<file path="config.mk">
export PLATFORM = sky130hd
export DESIGN_NAME = adc_req_seq
export DESIGN_NICKNAME = d
export VERILOG_FILES = /design/src/rtl/adc_seq_pkg.sv /design/src/rtl/adc_chan_decode.sv /design/src/rtl/adc_tick_gen.sv /design/src/rtl/adc_try_ctr.sv /design/src/rtl/adc_req_seq.sv
export SDC_FILE = /design/constraint.sdc
export NUM_CORES = 1
export LEC_CHECK = 0
export ABC_CLOCK_PERIOD_IN_PS = 2900
export CAP_MARGIN = 25
export CORE_AREA = 2 2 83 85
export CTS_CLUSTER_SIZE = 14
export DETAILED_ROUTE_END_ITERATION = 8
export DIE_AREA = 0 0 85 87
export DONT_BUFFER_PORTS = 1
export PLACE_DENSITY = 0.73
export SYNTH_ARGS = -nofsm -noshare
export SYNTH_HDL_FRONTEND = slang
export SYNTH_HIERARCHICAL = 1
export SYNTH_SLANG_ARGS = --single-unit
</file>
<file path="constraint.sdc">
create_clock -name clk -period 2.9 [get_ports clk]
set_clock_uncertainty 0.1 [all_clocks]
set_input_delay 0.145 -clock clk [delete_from_list [all_inputs] [get_ports clk]]
set_output_delay 0.145 -clock clk [all_outputs]
set_load 0.03 [all_outputs]
</file>
<file path="src/rtl/adc_seq_pkg.sv">
package adc_seq_pkg;

   localparam int REG_W       = 16;
   localparam int CHAN_W      = 5;
   localparam int SLOT_W      = 3;
   localparam int LAST_CHAN   = 17;

   localparam int C1_BANK     = 3;
   localparam int C1_REMUX    = 2;
   localparam int C2_TRGDIS   = 5;
   localparam int C2_BIAS     = 6;
   localparam int C2_START    = 12;
   localparam int C2_ONESHOT  = 13;

   localparam logic [REG_W-1:0] C1_DEFAULT      = 16'h9004;
   localparam logic [REG_W-1:0] C2_DEFAULT      = 16'h0136;
   localparam logic [REG_W-1:0] C1_CFG_MASK     = 16'h4FFE;
   localparam logic [REG_W-1:0] C2_CFG_MASK     = 16'h3E40;
   localparam logic [REG_W-1:0] C1_TIMING_FIELD = 16'h0F80;
   localparam logic [REG_W-1:0] C2_TIMING_FIELD = 16'h0E00;

   typedef enum logic [3:0] {
      ST_IDLE, ST_BIAS, ST_BIAS_WAIT, ST_CFG1, ST_CFG2, ST_TRIG_A, ST_TRIG_B,
      ST_WAIT, ST_RECOVER, ST_DONE_DIS, ST_HOLD, ST_REST1, ST_REST2
   } seq_state_t;

   typedef struct packed {
      logic [SLOT_W-1:0] slot;
      logic              bank;
      logic              remux;
      logic              bias;
      logic              ok;
   } chan_info_t;

endpackage

</file>
<file path="src/rtl/adc_chan_decode.sv">
module adc_chan_decode
   import adc_seq_pkg::*;
(
   input  logic [CHAN_W-1:0] chan,
   output chan_info_t        info
);
   localparam int BANK_SIZE = 1 << SLOT_W;
   localparam logic [SLOT_W-1:0] REMUX_A_SLOT = SLOT_W'(1);
   localparam logic [SLOT_W-1:0] REMUX_B_SLOT = SLOT_W'(6);

   always_comb begin
      info       = '0;
      info.ok    = (int'(chan) <= LAST_CHAN);
      info.bias  = (chan == '0);
      if (int'(chan) < BANK_SIZE) begin
         info.slot = chan[SLOT_W-1:0];
      end else if (int'(chan) < 2 * BANK_SIZE) begin
         info.slot = SLOT_W'(int'(chan) - BANK_SIZE);
         info.bank = 1'b1;
      end else if (int'(chan) == 2 * BANK_SIZE) begin
         info.slot  = REMUX_A_SLOT;
         info.remux = 1'b1;
      end else if (int'(chan) == 2 * BANK_SIZE + 1) begin
         info.slot  = REMUX_B_SLOT;
         info.remux = 1'b1;
      end
   end
endmodule

</file>
<file path="src/rtl/adc_tick_gen.sv">
module adc_tick_gen #(
   parameter int TICK_DIV = 100000
) (
   input  logic clk,
   input  logic rst_n,
   output logic tick
);
   generate
      if (TICK_DIV < 1) begin : g_bad_div
         $error("TICK_DIV must be at least 1");
      end
      if (TICK_DIV == 1) begin : g_every_cycle
         assign tick = 1'b1;
      end else begin : g_divider
         localparam int DIV_W = $clog2(TICK_DIV);
         localparam logic [DIV_W-1:0] DIV_LAST = DIV_W'(TICK_DIV - 1);
         logic [DIV_W-1:0] div_q;
         always_ff @(posedge clk or negedge rst_n) begin
            if (!rst_n)               div_q <= '0;
            else if (div_q == DIV_LAST) div_q <= '0;
            else                      div_q <= div_q + 1'b1;
         end
         assign tick = (div_q == DIV_LAST);
      end
   endgenerate
endmodule

</file>
<file path="src/rtl/adc_try_ctr.sv">
module adc_try_ctr #(
   parameter int MAX_TRY = 5
) (
   input  logic clk,
   input  logic rst_n,
   input  logic clear,
   input  logic bump,
   output logic last
);
   localparam int TRY_W = (MAX_TRY > 1) ? $clog2(MAX_TRY) : 1;
   localparam logic [TRY_W-1:0] TRY_LAST = TRY_W'(MAX_TRY - 1);

   generate
      if (MAX_TRY < 1) begin : g_bad_try
         $error("MAX_TRY must be at least 1");
      end
   endgenerate

   logic [TRY_W-1:0] used_q;

   always_ff @(posedge clk or negedge rst_n) begin
      if (!rst_n)                        used_q <= '0;
      else if (clear)                    used_q <= '0;
      else if (bump && used_q != TRY_LAST) used_q <= used_q + 1'b1;
   end

   assign last = (used_q == TRY_LAST);
endmodule

</file>
<file path="src/rtl/adc_req_seq.sv">
module adc_req_seq
   import adc_seq_pkg::*;
#(
   parameter int               TICK_DIV      = 100000,
   parameter int               TIMEOUT_TICKS = 50,
   parameter int               MAX_TRY       = 5,
   parameter int               BIAS_CYC      = 90000,
   parameter logic [REG_W-1:0] TIMED_C1      = 16'h0480,
   parameter logic [REG_W-1:0] TIMED_C2      = 16'h0200
) (
   input  logic              clk,
   input  logic              rst_n,
   input  logic              req_valid,
   input  logic [CHAN_W-1:0] req_chan,
   input  logic              req_timed,
   input  logic              conv_done,
   input  logic              rd_ack,
   output logic              busy,
   output logic              res_ready,
   output logic [SLOT_W-1:0] res_slot,
   output logic              fin,
   output logic              fin_err,
   output logic [REG_W-1:0]  ctrl1,
   output logic [REG_W-1:0]  ctrl2
);
   localparam int TO_W   = $clog2(TIMEOUT_TICKS + 1);
   localparam int BIAS_W = $clog2(BIAS_CYC + 1);
   localparam logic [TO_W-1:0]   TO_LAST   = TO_W'(TIMEOUT_TICKS - 1);
   localparam logic [BIAS_W-1:0] BIAS_LAST = BIAS_W'(BIAS_CYC - 1);

   generate
      if (TIMEOUT_TICKS < 1) begin : g_bad_to
         $error("TIMEOUT_TICKS must be at least 1");
      end
      if (BIAS_CYC < 1) begin : g_bad_bias
         $error("BIAS_CYC must be at least 1");
      end
      if ((TIMED_C1 & ~C1_TIMING_FIELD) != '0) begin : g_bad_c1
         $error("TIMED_C1 outside the ctrl1 timing field");
      end
      if ((TIMED_C2 & ~C2_TIMING_FIELD) != '0) begin : g_bad_c2
         $error("TIMED_C2 outside the ctrl2 timing field");
      end
   endgenerate

   chan_info_t  dec_info;
   chan_info_t  act_q;
   logic        timed_q;
   logic        err_q;
   logic        fin_q;
   seq_state_t  st_q;
   logic [TO_W-1:0]   to_q;
   logic [BIAS_W-1:0] bias_q;
   logic [REG_W-1:0]  c1_q, c2_q;
   logic        tick;
   logic        try_clear, try_bump, try_last;
   logic        accept;

   adc_chan_decode u_dec (
      .chan (req_chan),
      .info (dec_info)
   );

   adc_tick_gen #(.TICK_DIV(TICK_DIV)) u_tick (
      .clk   (clk),
      .rst_n (rst_n),
      .tick  (tick)
   );

   adc_try_ctr #(.MAX_TRY(MAX_TRY)) u_try (
      .clk   (clk),
      .rst_n (rst_n),
      .clear (try_clear),
      .bump  (try_bump),
      .last  (try_last)
   );

   assign accept    = (st_q == ST_IDLE) && req_valid && dec_info.ok;
   assign try_clear = accept;
   assign try_bump  = (st_q == ST_RECOVER) && !try_last;

   // Configuration words for the current request
   logic [REG_W-1:0] cfg1_word, cfg2_word;
   always_comb begin
      cfg1_word = '0;
      cfg1_word[C1_BANK]  = act_q.bank;
      cfg1_word[C1_REMUX] = act_q.remux;
      if (timed_q) cfg1_word = cfg1_word | TIMED_C1;
      cfg2_word = '0;
      cfg2_word[C2_BIAS] = act_q.bias;
      if (timed_q) cfg2_word = cfg2_word | TIMED_C2;
   end

   always_ff @(posedge clk or negedge rst_n) begin
      if (!rst_n) begin
         st_q    <= ST_IDLE;
         act_q   <= '0;
         timed_q <= 1'b0;
         err_q   <= 1'b0;
         fin_q   <= 1'b0;
         to_q    <= '0;
         bias_q  <= '0;
         c1_q    <= C1_DEFAULT;
         c2_q    <= C2_DEFAULT;
      end else begin
         fin_q <= 1'b0;
         unique case (st_q)
            ST_IDLE: begin
               if (accept) begin
                  act_q   <= dec_info;
                  timed_q <= req_timed;
                  err_q   <= 1'b0;
                  st_q    <= dec_info.bias ? ST_BIAS : ST_CFG1;
               end
            end
            ST_BIAS: begin
               c2_q[C2_BIAS] <= 1'b1;
               bias_q        <= '0;
               st_q          <= ST_BIAS_WAIT;
            end
            ST_BIAS_WAIT: begin
               if (bias_q == BIAS_LAST) st_q <= ST_CFG1;
               else                     bias_q <= bias_q + 1'b1;
            end
            ST_CFG1: begin
               c1_q <= (c1_q & ~C1_CFG_MASK) | cfg1_word;
               st_q <= ST_CFG2;
            end
            ST_CFG2: begin
               c2_q <= (c2_q & ~C2_CFG_MASK) | cfg2_word;
               st_q <= ST_TRIG_A;
            end
            ST_TRIG_A: begin
               if (timed_q) c2_q[C2_ONESHOT] <= 1'b1;
               else         c2_q[C2_TRGDIS]  <= 1'b1;
               st_q <= ST_TRIG_B;
            end
            ST_TRIG_B: begin
               if (timed_q) c2_q[C2_TRGDIS] <= 1'b0;
               else         c2_q[C2_START]  <= 1'b1;
               to_q <= '0;
               st_q <= ST_WAIT;
            end
            ST_WAIT: begin
               if (conv_done) begin
                  st_q <= ST_DONE_DIS;
               end else if (tick) begin
                  if (to_q == TO_LAST) st_q <= ST_RECOVER;
                  else                 to_q <= to_q + 1'b1;
               end
            end
            ST_RECOVER: begin
               c2_q[C2_TRGDIS] <= 1'b1;
               if (try_last) begin
                  err_q <= 1'b1;
                  st_q  <= ST_REST1;
               end else begin
                  st_q  <= act_q.bias ? ST_BIAS : ST_CFG1;
               end
            end
            ST_DONE_DIS: begin
               c2_q[C2_TRGDIS] <= 1'b1;
               st_q <= ST_HOLD;
            end
            ST_HOLD: begin
               if (rd_ack) st_q <= ST_REST1;
            end
            ST_REST1: begin
               c1_q <= C1_DEFAULT;
               st_q <= ST_REST2;
            end
            ST_REST2: begin
               c2_q  <= C2_DEFAULT;
               fin_q <= 1'b1;
               st_q  <= ST_IDLE;
            end
            default: st_q <= ST_IDLE;
         endcase
      end
   end

   assign busy      = (st_q != ST_IDLE);
   assign res_ready = (st_q == ST_HOLD);
   assign res_slot  = act_q.slot;
   assign fin       = fin_q;
   assign fin_err   = fin_q & err_q;
   assign ctrl1     = c1_q;
   assign ctrl2     = c2_q;

endmodule

</file>
==> flow_summary_export.csv, run 1 <==
group,metric,value,unit
outcome,status,"finished, final reports clean",
flow_run,cap_violations,0,
clock_network,clk_latency,340,ps
clock_network,cts_buffers,9,
global_routing,antenna_found_initial,0,
setup_path,crit_fanout,6,
global_routing,grt_pass1_vias,2680,
synthesis,yosysMostFrequentCell,"dfrtp_1",
synthesis,syn_inst,382,
synthesis,synth_top_flop_cell,"dfrtp_1",
setup_path,cp.required,3030,ps
sta,holdWs,63.3,ps
routing,drt_wl_total,6950,um
power,max-vdd-ir-drop,0.000544,V
clock_network,cts_tree,"yes",
routing,drt.antenna.violating_nets,0,
clock_network,clk_pin_slew,70,ps
routing,dr.pass1.iters,4,
die,ios,50,
synthesis,synth_area,0.00358,mm2
final_layout,n_antenna_cell,0,
synthesis,avgSynthCellArea,9.37,um2
setup_path,path_class,"reg -> reg",
clock_network,cts.hold.buffers_added,13,
die,row_count,30,
global_routing,grt_max_degree,67,
setup_path,critPathTopFamily,"simple AND/OR/NAND/NOR gates",
sta,finalSetupViolCount,0,
setup_path,crit_slowest_cell,"or4_1",
sta,final-max-slew-violation-count,0,
setup_path,path_buf_inv,0,
placed_design,gp_congestion,0.792,
die,die_w,85,um
setup_path,crit_path_start_kind,"register",
synthesis,synth_top_area_share,43.4,%
power,leakage,0.00176,uW
synthesis,yosysWarnings,6,
routing,routedWlPerCell,14.5,um
clock_network,ctsResizeCount,0,
synthesis,yosysSeqAreaShare,46.3,%
setup_path,cpPeakStageDelay,560,ps
placed_design,io_buffers,0,
final_layout,final_nets,411,
sta,period_share,93.2,%
synthesis,synth_common_cells,"62 x dfrtp_1, 47 x nand2_1, 39 x nor2_1",
sta,final.setup.tns,0,ps
final_layout,area_growth,9.09,%
routing,viasPerCell,5.51,
clock_network,cts_sinks,66,
final_layout,stdcell_count,479,
die,core,0.00657,mm2
sta,min_period,2700,ps
setup_path,crit_chain,"or4_1, or4_4, nor4_4, nor2b_1, o21ai_1, a21oi_1, mux2_1",
synthesis,synth_cell_types,58,
routing,drc,0,
routing,vias,2640,
power,powerDensity,806,mW/mm2
synthesis,synth_seq_cells,66,
synthesis,yosysTopAreaCell,"dfrtp_1",
synthesis,synth_edf_count,0,
die,die_h,87,um
sta,tightest_slew,629,ps
sta,finalHoldViolations,0,
routing,drt_iter0_markers,111,
sta,slew_headroom,57.9,%
global_routing,grt_pass1_wl,12200,um
power,p_total,3140,uW
setup_path,endpoint_kind,"register",
placed_design,hpwl,4690,um
clock_network,cts_root_buf,"clkbuf_8",
sta,fmax,370,MHz
global_routing,grt-ovfl-total,0,
hold_path,hold_class,"in -> reg",
final_layout,drive_above_1_share,11.0,%
synthesis,synth_area_leaders,"dfrtp_1 43%, buf_4 5.2%, nand2_1 4.9%, nor2_1 4.1%, xor2_1 3.9%",
setup_path,crit_arrival,2830,ps
clock_network,cts_buffer_depth,2,
synthesis,synthArstFlopShare,100,%
sta,rsz0062_at_grt,"no",
global_routing,gr-usage-all-layers,20.6,%
die,start_util,54.5,%
placed_design,dp.cells,450,
clock_network,htreeDepth,3,
die,die_area,0.00740,mm2
clock_network,post_cts_buffers,0,
==> area by class of cell <==
cell class / count / area [um2]
clock buffer: 10 / 138
clock inverter: 6 / 65.1
fill: 568 / 2670
inverter: 9 / 33.8
multi-input combinational: 289 / 1720
sequential: 66 / 1660
tap: 80 / 100
timing repair buffer: 19 / 193
==> state kept, by name, indices dropped and copies added, names as in the netlist <==
signal and flops:
bias_q 17, u_tick/g_divider.div_q 17, ctrl2 6, to_q 6, ctrl1 4, st_q 4, act_q 3, res_slot 3
u_try/used_q 3, err_q 1, fin 1, timed_q 1
==> worst min-delay path: stages <==
cell	delay [ps]
nand2_1	60
nand3_1	90
a21oi_1	70
nor2_1	90
==> metal layers <==
| metal | share of wire (%) | vias up | wire length (um) | GRT usage (%) |
|---|---|---|---|---|
| met5 | 0 | - | 0 | 0 |
| met4 | 1.3 | 0 | 91 | 8.80 |
| met3 | 4.9 | 10 | 342 | 6.45 |
| met2 | 50 | 51 | 3460 | 34.1 |
| met1 | 44 | 1286 | 3050 | 24.9 |
| li1 | - | 1293 | - | - |
==> kinds of logic after synthesis <==
kind of cell,count (synthesis),synth area share (%)
AO/OA/AOI/OAI,52,9.09
XOR/XNOR,30,7.34
adder cells (fa/ha/maj),6,2.10
buffers and inverters,45,7.59
flip-flops,66,46.3
multiplexers,5,1.64
other,2,0.210
AND/OR/NAND/NOR,176,25.7
==> path summary, 6_finish.rpt <==
path                       slack [ps]  depth (start not counted)                  startpoint         end
setup / recovery                  200                          7  u_tick/g_divider.div_q[11]     to_q[0]
hold / removal                     60                          4                 req_chan[4]       err_q
setup reg to reg                  200                          7  u_tick/g_divider.div_q[11]     to_q[0]
hold reg to reg                   380                          2                    act_q[2]    act_q[2]
max in group asynchronous        2130                          2                       rst_n    ctrl1[2]
min in group asynchronous         240                          2                       rst_n  bias_q[14]
==> per-stage QoR <==
step                      utilization [%]  instance area, um2  setup slack [ps]
after global placement               54.1                3550               272
after floorplan                         -                3650               116
after CTS                            59.4                3900               184
after global routing                 59.4                3900              74.7
final                                59.4                3900               197
after detailed placement             54.1                3550               204
==> placed cells by master (no fill, tap or decap), types with 3 or more instances in the layout <==
cell           instances
and4_1                 3
clkbuf_8              10
nand2b_1               7
and3_1                 7
o21ai_0               12
nor4_1                 3
nor3_1                10
conb_1                20
dfrtp_1               62
xor2_1                16
inv_1                  8
xnor2_1               14
nor2b_1                7
dfstp_2                4
buf_4                  6
nand4_1                8
a211oi_1               3
o21ai_1                4
a21oi_1               13
nand3_1               22
or2_2                  3
o211ai_1               3
nor2_1                39
ha_1                   6
and2_1                 3
dlygate4sd3_1         12
nand2_1               47
==> report_power, final <==
group          switching, uW  internal [uW]  total (uW)
Combinational            507            339         845
Clock                    358            421         780
Sequential               398           1120        1520
Total                   1260           1880        3140
No activity file was read; power rests on OpenSTA's default activity.
==> run 2, diff against run 1 <==
--- a/config.mk
+++ b/config.mk
@@ -7,12 +7,12 @@
 export LEC_CHECK = 0
 export ABC_CLOCK_PERIOD_IN_PS = 2900
 export CAP_MARGIN = 25
-export CORE_AREA = 2 2 83 85
+export CORE_AREA = 2 2 98 72
 export CTS_CLUSTER_SIZE = 14
 export DETAILED_ROUTE_END_ITERATION = 8
-export DIE_AREA = 0 0 85 87
+export DIE_AREA = 0 0 100 74
 export DONT_BUFFER_PORTS = 1
-export PLACE_DENSITY = 0.73
+export PLACE_DENSITY = 0.74
 export SYNTH_ARGS = -nofsm -noshare
 export SYNTH_HDL_FRONTEND = slang
 export SYNTH_HIERARCHICAL = 1
==> flow_summary_export.csv, run 2 (synthesis gave the netlist of run 1 again) <==
group,metric,value,unit
setup_path,path_class,"reg -> reg",
final_layout,drive_above_1_share,11.1,%
sta,finalHoldViolations,0,
global_routing,grt_pass1_wl,11200,um
die,start_util,55.0,%
sta,rsz0062_at_grt,"no",
routing,viasPerCell,5.46,
routing,drt_iter0_markers,157,
hold_path,min_path_cells,2,
clock_network,cts_sinks,66,
hold_path,hold_end,"act_q[1]",
final_layout,nFillCells,526,
sta,tightest_slew,628,ps
routing,drt.antenna.violating_nets,0,
die,row_count,25,
placed_design,place_ws,172,ps
placed_design,io_buffers,0,
clock_network,clk_pin_slew,70,ps
final_layout,multiInputGateArea,0.00172,mm2
clock_network,cts_root_buf,"clkbuf_8",
global_routing,gr-usage-all-layers,19.3,%
final_layout,n_antenna_cell,0,
die,ios,50,
flow_run,cap_violations,0,
hold_path,hold_class,"in -> reg",
setup_path,ff2ff_setup_slack,200,ps
die,core,0.00651,mm2
clock_network,post_cts_buffers,0,
setup_path,r2r_end,"to_q[0]",
setup_path,crit_path_start_kind,"register",
global_routing,grt-ovfl-total,0,
sta,period_share,93.1,%
sta,finalSetupViolCount,0,
power,max-vdd-ir-drop,0.000429,V
setup_path,endpoint_kind,"register",
die,die_h,74,um
power,leakage,0.00178,uW
final_layout,final_common_cell,"dfrtp_1",
sta,slew_headroom,58.0,%
final_layout,regArea,0.00166,mm2
clock_network,htreeDepth,3,
global_routing,grt_pass1_vias,2394,
setup_path,rr_startpoint,"u_tick/g_divider.div_q[11]",
clock_network,cts_buffer_depth,2,
routing,drc,0,
final_layout,stdcell_count,479,
final_layout,area_growth,10.1,%
sta,fin_ws,199,ps
die,die_w,100,um
placed_design,dp.cells,450,
setup_path,worstRegToRegCells,7,
placed_design,hpwl,4630,um
hold_path,min_from,"req_chan[4]",
final_layout,reg_top3,"bias_q (17), u_tick/g_divider.div_q (17)",
routing,dr.pass1.iters,5,
sta,final-max-slew-violation-count,0,
clock_network,cts_tree,"yes",
final_layout,final_cell_mix,"62 x dfrtp_1, 47 x nand2_1, 39 x nor2_1",
routing,vias,2613,
power,p_total,3310,uW
sta,final.setup.tns,0,ps
global_routing,grt_max_degree,67,
final_layout,final_nets,410,
global_routing,antenna_found_initial,0,
routing,drt_wl_total,6970,um
die,die_area,0.00740,mm2
placed_design,gp_congestion,0.834,
setup_path,crit_arrival,2820,ps
setup_path,crit_fanout,6,
clock_network,clk_latency,330,ps
routing,routedWlPerCell,14.6,um
sta,fmax,370,MHz
sta,min_period,2700,ps
power,powerDensity,840,mW/mm2
setup_path,startpoint,"u_tick/g_divider.div_q[11]",
clock_network,cts_buffers,9,
setup_path,cp.required,3020,ps
outcome,status,"finished, final reports clean",
## run 2: cell type report
cell class | count | area share, %
Multi-Input combinational cell | 289 | 43.7
Sequential cell | 66 | 42.1
Clock buffer | 9 | 3.14
Inverter | 9 | 0.858
Clock inverter | 7 | 2.95
Timing Repair Buffer | 18 | 4.70
Tap cell | 81 | 2.57
## run 2: power breakdown
group	internal [uW]	leakage [uW]	switching, uW
Clock	571	0.000120	353
Combinational	331	0.000793	524
Sequential	1120	0.000864	410
Total	2020	0.00178	1290
## run 2: repair_timing
action | CTS | global route
endpoints found under the hold margin | 77 | 0
hold buffers | 13 | 0
gates resized for setup | 0 | 1
setup endpoints to repair | 0 | 1
## run 2: worst max path at each step
| stage | endpoint | cells past startpoint | slack (ps) |
|---|---|---|---|
| final | to_q[0] | 7 | 200 |
| after global routing | to_q[4] | 8 | 40 |
| after CTS | to_q[0] | 7 | 150 |
| after detailed placement | to_q[0] | 7 | 170 |
| after global placement | to_q[0] | 7 | 280 |
| after floorplan | to_q[0] | 7 | 120 |
## run 2: layer usage
| layer | vias to the layer above | global-route usage [%] | wire (um) |
|---|---|---|---|
| met3 | 11 | 4.79 | 391 |
| li1 | 1298 | - | - |
| met4 | 0 | 8.07 | 114 |
| met1 | 1223 | 27.3 | 3310 |
| met2 | 81 | 29.0 | 3160 |
| met5 | - | 0 | 0 |
## run 2: critical path: stages, from the launching register on
cell     delay [ps]
dfrtp_1         430
or4_1           570
or4_4           440
nor4_4          160
nor2b_1         160
o21ai_1         170
a21oi_2         220
mux2_1          330
## run 2: stage by stage
step | cell area [um2] | hold WS, ps | utilization [%]
4_1_cts | 3940 | 20.1 | 60.5
2_1_floorplan | 3650 | -251 | -
3_3_place_gp | 3550 | -248 | 54.5
5_1_grt | 3940 | 37.7 | 60.5
6_report | 3940 | 37.2 | 60.5
3_5_place_dp | 3550 | -248 | 54.5
